`config.mk`:
```
export PLATFORM = sky130hd
export DESIGN_NAME = wseq_top
export DESIGN_NICKNAME = d
export VERILOG_FILES = /design/src/rtl/wseq_pkg.sv /design/src/rtl/wseq_datapath.sv /design/src/rtl/wseq_control.sv /design/src/rtl/wseq_top.sv
export SDC_FILE = /design/constraint.sdc
export NUM_CORES = 1
export LEC_CHECK = 0
export CAP_MARGIN = 0
export CORE_MARGIN = 5
export CORE_UTILIZATION = 25
export CTS_CLUSTER_SIZE = 28
export DETAILED_ROUTE_END_ITERATION = 10
export DONT_BUFFER_PORTS = 1
export GPL_TIMING_DRIVEN = 1
export SYNTH_ARGS = -nofsm -noshare
export SYNTH_HDL_FRONTEND = slang
export SYNTH_HIERARCHICAL = 1
export SYNTH_SLANG_ARGS = --single-unit
```
`constraint.sdc`:
```
create_clock -name clk -period 3.6 [get_ports clk]
set_clock_uncertainty 0.15 [all_clocks]
set_input_delay 0.36 -clock clk [delete_from_list [all_inputs] [get_ports clk]]
set_output_delay 0.36 -clock clk [all_outputs]
set_load 0.01 [all_outputs]
```
`src/rtl/wseq_pkg.sv`:
```
package wseq_pkg;

  localparam int SIZE_W = 3;

  typedef enum logic [2:0] {
    ST_IDLE,
    ST_DRAIN,
    ST_SMALL_REQ,
    ST_SMALL_PUSH,
    ST_FILL,
    ST_BURST_REQ
  } seqState_t;

  // strobes from control to datapath
  typedef struct packed {
    logic loadCmd;
    logic pushPad;
    logic pushUser;
    logic clrBytes;
  } seqStrobes_t;

  // status from datapath to control
  typedef struct packed {
    logic inUser;
    logic lastBeat;
    logic budgetOk;
  } seqStatus_t;

endpackage

```
`src/rtl/wseq_datapath.sv`:
```
module wseq_datapath
  import wseq_pkg::*;
#(
  parameter int AddrW       = 32,
  parameter int DataW       = 64,
  parameter int MaxSizeLog  = 5,
  parameter int BudgetBytes = 1024,
  localparam int BeatW      = MaxSizeLog + 1
) (
  input  logic                clk,
  input  logic                rstN,
  input  logic                afMode,
  input  seqStrobes_t         stb,
  input  logic [AddrW-1:0]    cmdAddr,
  input  logic [SIZE_W-1:0]   cmdSize,
  input  logic [BeatW-1:0]    cmdLen,
  input  logic [DataW-1:0]    dataIn,
  input  logic [DataW/8-1:0]  dataBe,
  input  logic                addrReq,
  output seqStatus_t          status,
  output logic [DataW-1:0]    wrData,
  output logic [DataW/8-1:0]  wrBe,
  output logic [AddrW-1:0]    addrOut,
  output logic [SIZE_W-1:0]   sizeOut
);

  localparam int BeW  = DataW / 8;
  localparam int OffW = $clog2(BeW);
  localparam int CntW = $clog2(BudgetBytes + 1) + 1;

  function automatic logic [SIZE_W-1:0] clampSize(input logic [SIZE_W-1:0] sz);
    return (sz > SIZE_W'(MaxSizeLog)) ? SIZE_W'(MaxSizeLog) : sz;
  endfunction

  function automatic logic [BeatW-1:0] beatsOf(input logic [SIZE_W-1:0] sz);
    return BeatW'(1) << clampSize(sz);
  endfunction

  // command decode
  logic [BeatW-1:0] cmdBeats;
  logic [AddrW-1:0] spanMask;
  logic [BeatW-1:0] leadIn;
  logic [BeatW:0]   endSum;
  logic [BeatW-1:0] endIn;
  logic [CntW-1:0]  needBytes;

  always_comb begin
    cmdBeats  = beatsOf(cmdSize);
    spanMask  = (AddrW'(cmdBeats) << OffW) - AddrW'(1);
    leadIn    = BeatW'(cmdAddr >> OffW) & (cmdBeats - BeatW'(1));
    endSum    = {1'b0, leadIn} + {1'b0, cmdLen};
    endIn     = (endSum > {1'b0, cmdBeats}) ? cmdBeats : endSum[BeatW-1:0];
    needBytes = CntW'(cmdBeats) << OffW;
  end

  // registered command
  logic [AddrW-1:0]  addrReg;
  logic [SIZE_W-1:0] sizeReg;
  logic [BeatW-1:0]  leadReg;
  logic [BeatW-1:0]  endReg;
  logic [BeatW-1:0]  lastReg;
  logic [BeatW-1:0]  beatIdx;
  logic [CntW-1:0]   queued;

  wire anyPush = stb.pushPad | stb.pushUser;

  always_ff @(posedge clk) begin
    if (!rstN) begin
      addrReg <= '0;
      sizeReg <= '0;
      leadReg <= '0;
      endReg  <= '0;
      lastReg <= '0;
      beatIdx <= '0;
    end else if (stb.loadCmd) begin
      addrReg <= cmdAddr & ~spanMask;
      sizeReg <= clampSize(cmdSize);
      leadReg <= leadIn;
      endReg  <= endIn;
      lastReg <= cmdBeats - BeatW'(1);
      beatIdx <= '0;
    end else if (anyPush) begin
      beatIdx <= beatIdx + BeatW'(1);
    end
  end

  // queued byte counter for budget mode
  always_ff @(posedge clk) begin
    if (!rstN)                  queued <= '0;
    else if (stb.clrBytes)      queued <= '0;
    else if (anyPush && !afMode) queued <= queued + CntW'(BeW);
  end

  always_comb begin
    status.inUser   = (beatIdx >= leadReg) && (beatIdx < endReg);
    status.lastBeat = (beatIdx == lastReg);
    status.budgetOk = ({1'b0, queued} + {1'b0, needBytes}) <= (CntW + 1)'(BudgetBytes);
  end

  assign wrData  = stb.pushUser ? dataIn : '0;
  assign wrBe    = stb.pushUser ? dataBe : '0;
  assign addrOut = addrReg;
  assign sizeOut = sizeReg;

  AST_BUDGET_CAP: assert property (@(posedge clk) disable iff (!rstN)
    !afMode |-> queued <= CntW'(BudgetBytes));

  AST_ADDR_ALIGNED: assert property (@(posedge clk) disable iff (!rstN)
    addrReq |-> (addrOut & ((AddrW'(beatsOf(sizeOut)) << OffW) - AddrW'(1))) == '0);

endmodule

```
`src/rtl/wseq_control.sv`:
```
module wseq_control
  import wseq_pkg::*;
(
  input  logic              clk,
  input  logic              rstN,
  input  logic              afMode,
  input  logic              cmdValid,
  input  logic [SIZE_W-1:0] cmdSize,
  input  logic              dataValid,
  input  logic              wrAlmostFull,
  input  logic              wrEmpty,
  input  logic              addrAck,
  input  seqStatus_t        status,
  output seqStrobes_t       stb,
  output logic              cmdReady,
  output logic              dataReady,
  output logic              wrPush,
  output logic              addrReq
);

  seqState_t state, nextState;
  logic afStall;

  always_comb begin
    stb       = '0;
    cmdReady  = 1'b0;
    dataReady = 1'b0;
    addrReq   = 1'b0;
    nextState = state;
    afStall   = afMode && wrAlmostFull;
    unique case (state)
      ST_IDLE: begin
        cmdReady = afMode || status.budgetOk;
        if (cmdValid) begin
          if (cmdReady) begin
            stb.loadCmd = 1'b1;
            nextState   = (cmdSize == '0) ? ST_SMALL_REQ : ST_FILL;
          end else begin
            nextState = ST_DRAIN;
          end
        end
      end
      ST_DRAIN: begin
        if (wrEmpty) begin
          stb.clrBytes = 1'b1;
          nextState    = ST_IDLE;
        end
      end
      ST_SMALL_REQ: begin
        addrReq = 1'b1;
        if (addrAck) nextState = ST_SMALL_PUSH;
      end
      ST_SMALL_PUSH: begin
        if (dataValid && !afStall) begin
          stb.pushUser = 1'b1;
          dataReady    = 1'b1;
          nextState    = ST_IDLE;
        end
      end
      ST_FILL: begin
        if (!afStall) begin
          if (status.inUser) begin
            if (dataValid) begin
              stb.pushUser = 1'b1;
              dataReady    = 1'b1;
              if (status.lastBeat) nextState = ST_BURST_REQ;
            end
          end else begin
            stb.pushPad = 1'b1;
            if (status.lastBeat) nextState = ST_BURST_REQ;
          end
        end
      end
      ST_BURST_REQ: begin
        addrReq = 1'b1;
        if (addrAck) nextState = ST_IDLE;
      end
      default: nextState = ST_IDLE;
    endcase
  end

  always_ff @(posedge clk) begin
    if (!rstN) state <= ST_IDLE;
    else       state <= nextState;
  end

  assign wrPush = stb.pushPad | stb.pushUser;

  AST_NO_PUSH_WITH_REQ: assert property (@(posedge clk) disable iff (!rstN)
    !(wrPush && addrReq));

  AST_REQ_HELD: assert property (@(posedge clk) disable iff (!rstN)
    addrReq && !addrAck |=> addrReq);

  AST_AF_STALL: assert property (@(posedge clk) disable iff (!rstN)
    afMode && wrAlmostFull |-> !wrPush);

  AST_DRAIN_QUIET: assert property (@(posedge clk) disable iff (!rstN)
    state == ST_DRAIN |-> !wrPush && !cmdReady);

  AST_SMALL_AFTER_ACK: assert property (@(posedge clk) disable iff (!rstN)
    state == ST_SMALL_PUSH |-> !addrReq && $past(state) != ST_IDLE);

endmodule

```
`src/rtl/wseq_top.sv`:
```
module wseq_top
  import wseq_pkg::*;
#(
  parameter int AddrW       = 32,
  parameter int DataW       = 64,
  parameter int MaxSizeLog  = 5,
  parameter int BudgetBytes = 1024,
  localparam int BeatW      = MaxSizeLog + 1
) (
  input  logic                clk,
  input  logic                rstN,
  input  logic                afMode,
  input  logic                cmdValid,
  output logic                cmdReady,
  input  logic [AddrW-1:0]    cmdAddr,
  input  logic [SIZE_W-1:0]   cmdSize,
  input  logic [BeatW-1:0]    cmdLen,
  input  logic                dataValid,
  output logic                dataReady,
  input  logic [DataW-1:0]    dataIn,
  input  logic [DataW/8-1:0]  dataBe,
  output logic                wrPush,
  output logic [DataW-1:0]    wrData,
  output logic [DataW/8-1:0]  wrBe,
  input  logic                wrEmpty,
  input  logic                wrAlmostFull,
  output logic                addrReq,
  output logic [AddrW-1:0]    addrOut,
  output logic [SIZE_W-1:0]   sizeOut,
  input  logic                addrAck
);

  seqStrobes_t stb;
  seqStatus_t  status;

  wseq_control u_ctrl (
    .clk          (clk),
    .rstN         (rstN),
    .afMode       (afMode),
    .cmdValid     (cmdValid),
    .cmdSize      (cmdSize),
    .dataValid    (dataValid),
    .wrAlmostFull (wrAlmostFull),
    .wrEmpty      (wrEmpty),
    .addrAck      (addrAck),
    .status       (status),
    .stb          (stb),
    .cmdReady     (cmdReady),
    .dataReady    (dataReady),
    .wrPush       (wrPush),
    .addrReq      (addrReq)
  );

  wseq_datapath #(
    .AddrW       (AddrW),
    .DataW       (DataW),
    .MaxSizeLog  (MaxSizeLog),
    .BudgetBytes (BudgetBytes)
  ) u_dp (
    .clk     (clk),
    .rstN    (rstN),
    .afMode  (afMode),
    .stb     (stb),
    .cmdAddr (cmdAddr),
    .cmdSize (cmdSize),
    .cmdLen  (cmdLen),
    .dataIn  (dataIn),
    .dataBe  (dataBe),
    .addrReq (addrReq),
    .status  (status),
    .wrData  (wrData),
    .wrBe    (wrBe),
    .addrOut (addrOut),
    .sizeOut (sizeOut)
  );

  AST_REQ_STABLE: assert property (@(posedge clk) disable iff (!rstN)
    addrReq && !addrAck |=> $stable(addrOut) && $stable(sizeOut));

endmodule

```
==> results <==
- The flow ran to the end, and the final reports show no timing, DRC or antenna violations.
- The initial antenna violation count is 0.
- The number of unique standard cell types used by synthesis is 58.
- In this run the critical register-to-register path is captured at u_dp/addrOut[8].
- In this run the critical register-to-register path is launched from u_dp/queued[3].
- The cell count after synthesis is approximately 500.
- The maximum operating frequency is 0.2914 GHz.
- By startpoint and endpoint, the worst setup path is classified as primary input to register.
- After clock tree synthesis, the clock-pin slew on the worst setup and hold paths is ~0.060 ns.
- The detailed router's first-iteration violation count is ~240.
- In the final timing run, aggregate negative setup slack is 0 ns.
- The die height is between 100 and 150 um.
- Dividing total power by cell area gives a power density of ~530 mW/mm^2.
- The placeable core area is 0.01670 mm^2.
- After synthesis, the share of flip-flops with an asynchronous set or reset is 0.
- Entering global routing, the biggest net connects 79 pins.
- Row generation in the floorplan step produced 47 rows.
- Yosys mapped a number of flops with a built-in enable equal to 0.
- The max-slew violation total from the final report is 0.
- Counting cells, the worst reg-to-reg path comes to 16.
- After layout, the worst setup slack is around 0.17 ns.
- At the later pin of the worst-skew pair, clock insertion delay measures between 0.3 and 0.4 ns.
- The share of synthesized area in the top cell type comes to 0.3177.
- The final count of hold timing violations is 0.
- The via count of the first global-routing pass is between 3000 and 4000.
- The final layout contains routed wiring with a total length of about 13000 um.
- The relative max-transition margin is 0.6109.
- OpenSTA, run right after detailed placement, puts the worst setup slack at -0.3218 ns.
- For this run, the total global-route usage over all layers was measured as 0.1257.
- The total number of nets in the final design is around 710.
- Setup violations remaining at the end of the flow were counted as 0.
- The number of CTS-inserted buffers is 9.
- The maximum ir drop on the vdd rail is ~260 uV.
- STA puts the critical path data arrival time at 3.50 ns.
- The summed instance area of the synthesized netlist is approximately 0.0043 mm^2.
- After routing the design area is between 0.005 and 0.006 mm^2.
- The count of non-filler cells in the finished layout is a little under 800.
- The reported max-cap violation count is 0.
- STA classifies the critical path endpoint as a register.
- The startpoint of the worst hold path is rstN.
- The wire length per cell after detailed routing is approximately 17 um.
- The average via count per standard cell is around 4.7.
- CTS saw approximately 70 sinks.
- The number of placed cells counting well taps is between 700 and 800.
- The sum of net half-perimeters after detailed placement is a little under 10000 um.
- The largest area contributor in the netlist is sky130_fd_sc_hd__dfxtp_1.
- The count of nets left with antenna violations once routing finished came out at 0.
- The final routed DRC violation total is 0.
- Sorting the synthesized cells by area gives the leading types as sky130_fd_sc_hd__dfxtp_1, sky130_fd_sc_hd__and2_1, sky130_fd_sc_hd__ha_1.
- In this run the static leakage power is ~2.3 nW.
- 0 antenna diodes ended up in the layout.
- The smallest clock period supported by the final layout is computed as about 3.4 ns.
- The area added between synthesis and finish is 30.22%.
- The kind of path behind the tightest hold check is primary input to register.
- The total overflow left after global routing is 0.
- The final route contains 3698 vias.
- At the end of the flow the core is filled with cells to 0.3341.
- The chip width is approximately 140 um.
- STA classifies the critical path startpoint as a primary input.
- For this run, the detailed router's first-pass iteration total came to 4.
- For hold timing, the worst endpoint is u_ctrl/state[2].
- Dividing the synthesized area by the synthesized cell count gives 8.537 um^2.
- The flip-flop and latch count after synthesis is roughly 70.
- The number of H-tree levels is 3.
- The die outline area is ~0.020 mm^2.
- The worst hold path was traced through 2 stages.
- The initial standard-cell utilization of the core is 0.2566.
- The number of warning messages in the yosys log is 6.
- For flop-to-flop paths, the worst setup slack is roughly 0.34 ns.
- STA puts the critical path data required time at about 3.7 ns.
- The root buffer selected by CTS is sky130_fd_sc_hd__clkbuf_16.
- The CTS tree is done.
- The power consumption is around 3 mW.
- On the final layout, the worst hold slack is 0.01876 ns.
- The placer's final routability congestion estimate is just under 0.8.
- The first global-routing pass estimated approximately 20000 um of wire.
- At the pin with the least slew margin, the transition time is ~0.58 ns.
- The number of buffers on the longest clock path is 2.
- For this run, the leading register cell type out of synthesis is sky130_fd_sc_hd__dfxtp_1.
- The critical-path maximum fanout is 8.
- The final worst-path cycle share is 0.9533.
- The placed standard-cell area is between 0.004 and 0.005 mm^2.
- In the final layout, the share of cells above drive strength 1 is 0.1649.
- The number of top-level pins is about 230.
- Input and output buffers added on the ports amount to 0.
- Of the synthesized area, sequential elements account for 0.3177.
==> how the worst max path moves through the flow <==
stage                           from  slack, ns  cells after the start              to
final                     cmdSize[0]       0.17                     16  u_dp/endReg[4]
after global routing      cmdSize[0]      -0.02                     17  u_dp/endReg[3]
after CTS                 cmdSize[2]       0.03                     16  u_dp/endReg[4]
after detailed placement  cmdSize[2]      -0.32                     16  u_dp/endReg[4]
after global placement    cmdSize[2]      -0.27                     16  u_dp/endReg[4]
after floorplan           cmdSize[2]      -0.04                     15  u_dp/endReg[0]
==> sequential cells by signal, indices dropped and copies added (netlist names) <==
name / cells
u_dp/queued: 9
u_dp/lastReg: 6
u_dp/endReg: 6
u_dp/leadReg: 6
u_dp/beatIdx: 6
u_dp/sizeOut: 3
u_dp/addrOut: 29
u_ctrl/state: 3
==> logic make-up after synthesis <==
family	after synthesis	synth area share
other cells	1	0.0008751
buf+inv	55	0.05372
flops	68	0.3177
compound gates	111	0.1848
fa+ha+maj	34	0.1028
simple gates	196	0.2604
mux	13	0.03066
xor+xnor	24	0.04905
==> synthesized netlist by cell type, types with 2 or more instances <==
cell                         n
sky130_fd_sc_hd__and2_1     81
sky130_fd_sc_hd__dfxtp_1    68
sky130_fd_sc_hd__ha_1       32
sky130_fd_sc_hd__nand2_1    28
sky130_fd_sc_hd__inv_1      26
sky130_fd_sc_hd__a21oi_1    23
sky130_fd_sc_hd__a22o_1     23
sky130_fd_sc_hd__nor2_1     23
sky130_fd_sc_hd__o21ai_0    22
sky130_fd_sc_hd__clkbuf_1   21
sky130_fd_sc_hd__nand2b_1   16
sky130_fd_sc_hd__xnor2_1    14
sky130_fd_sc_hd__mux2i_1    12
sky130_fd_sc_hd__nor2b_1    11
sky130_fd_sc_hd__xor2_1     10
sky130_fd_sc_hd__a21boi_0    8
sky130_fd_sc_hd__nand3_1     8
sky130_fd_sc_hd__a21o_1      6
sky130_fd_sc_hd__nand3b_1    5
sky130_fd_sc_hd__nor3_1      5
sky130_fd_sc_hd__buf_4       4
sky130_fd_sc_hd__a21boi_1    3
sky130_fd_sc_hd__nand4_1     3
sky130_fd_sc_hd__nor3b_1     3
sky130_fd_sc_hd__o2111ai_1   3
sky130_fd_sc_hd__o211a_1     3
sky130_fd_sc_hd__o21bai_1    3
sky130_fd_sc_hd__a2bb2oi_1   2
sky130_fd_sc_hd__a31oi_1     2
sky130_fd_sc_hd__and3_1      2
sky130_fd_sc_hd__and4_1      2
sky130_fd_sc_hd__fa_1        2
sky130_fd_sc_hd__or2_1       2
sky130_fd_sc_hd__or3_1       2
==> critical path, stage by stage <==
cell	delay (ns)
sky130_fd_sc_hd__nor3_4	0.22
sky130_fd_sc_hd__inv_2	0.08
sky130_fd_sc_hd__ha_4	0.19
sky130_fd_sc_hd__xnor2_4	0.13
sky130_fd_sc_hd__nor2b_1	0.19
sky130_fd_sc_hd__ha_1	0.29
sky130_fd_sc_hd__nor2b_4	0.14
sky130_fd_sc_hd__nor3_2	0.23
sky130_fd_sc_hd__a2bb2oi_2	0.19
sky130_fd_sc_hd__ha_1	0.26
sky130_fd_sc_hd__a21o_1	0.15
sky130_fd_sc_hd__a221o_1	0.37
sky130_fd_sc_hd__a221oi_4	0.27
sky130_fd_sc_hd__buf_12	0.16
sky130_fd_sc_hd__mux2i_1	0.18
sky130_fd_sc_hd__a21oi_1	0.08
==> report_power, final <==
part,leakage (nW),internal [mW],switching (mW),total [mW]
Combinational,1.59,0.474,0.496,0.970
Sequential,0.555,0.865,0.115,0.980
Clock,0.169,0.695,0.340,1.04
==> layout by cell type (no fill, tap or decap), types with 4 or more instances in the layout <==
master                          netlist  layout
sky130_fd_sc_hd__nand2_1             28      28
sky130_fd_sc_hd__buf_4                4      40
sky130_fd_sc_hd__buf_12               0       6
sky130_fd_sc_hd__clkbuf_16            0       9
sky130_fd_sc_hd__a22o_1              23      23
sky130_fd_sc_hd__o21ai_0             22      21
sky130_fd_sc_hd__nor2b_1             11       9
sky130_fd_sc_hd__dlygate4sd3_1        0      25
sky130_fd_sc_hd__dfxtp_1             68      68
sky130_fd_sc_hd__a21oi_1             23      21
sky130_fd_sc_hd__conb_1               1       4
sky130_fd_sc_hd__ha_1                32      30
sky130_fd_sc_hd__and2_2               0       4
sky130_fd_sc_hd__mux2i_1             12      12
sky130_fd_sc_hd__xnor2_1             14      13
sky130_fd_sc_hd__nor2_1              23      22
sky130_fd_sc_hd__nand3_1              8       8
sky130_fd_sc_hd__xor2_1              10      10
sky130_fd_sc_hd__nand3b_1             5       5
sky130_fd_sc_hd__nand2b_1            16      15
sky130_fd_sc_hd__inv_1               26      24
sky130_fd_sc_hd__and2_1              81      74
sky130_fd_sc_hd__a21o_1               6       6
sky130_fd_sc_hd__a21boi_0             8       8
==> per-layer routing <==
| metal | vias up | global-route usage | routed length (um) |
|---|---|---|---|
| met3 | 13 | 0.04199 | 923 |
| met5 | - | 0 | 0 |
| met2 | 128 | 0.1893 | 6023 |
| met4 | 0 | 0.03111 | 91 |
| li1 | 1837 | - | - |
| met1 | 1720 | 0.1736 | 5965 |
==> layout make-up <==
class | count | area, um^2
fill | 1694 | 11120
multi-input combinational | 382 | 2821
sequential | 68 | 1361
timing repair buffer | 71 | 670.6
tap | 220 | 275.3
clock buffer | 10 | 239.0
clock inverter | 6 | 111.4
inverter | 27 | 101.3
==> what timing repair did <==
| action | CTS | global route |
|---|---|---|
| buffers inserted | 0 | 3 |
| gates resized for setup | 0 | 13 |
| hold buffers | 24 | 1 |
| setup endpoints to repair | 0 | 133 |
| endpoints found under the hold margin | 30 | 1 |
No activity file was read; power rests on OpenSTA's default activity.
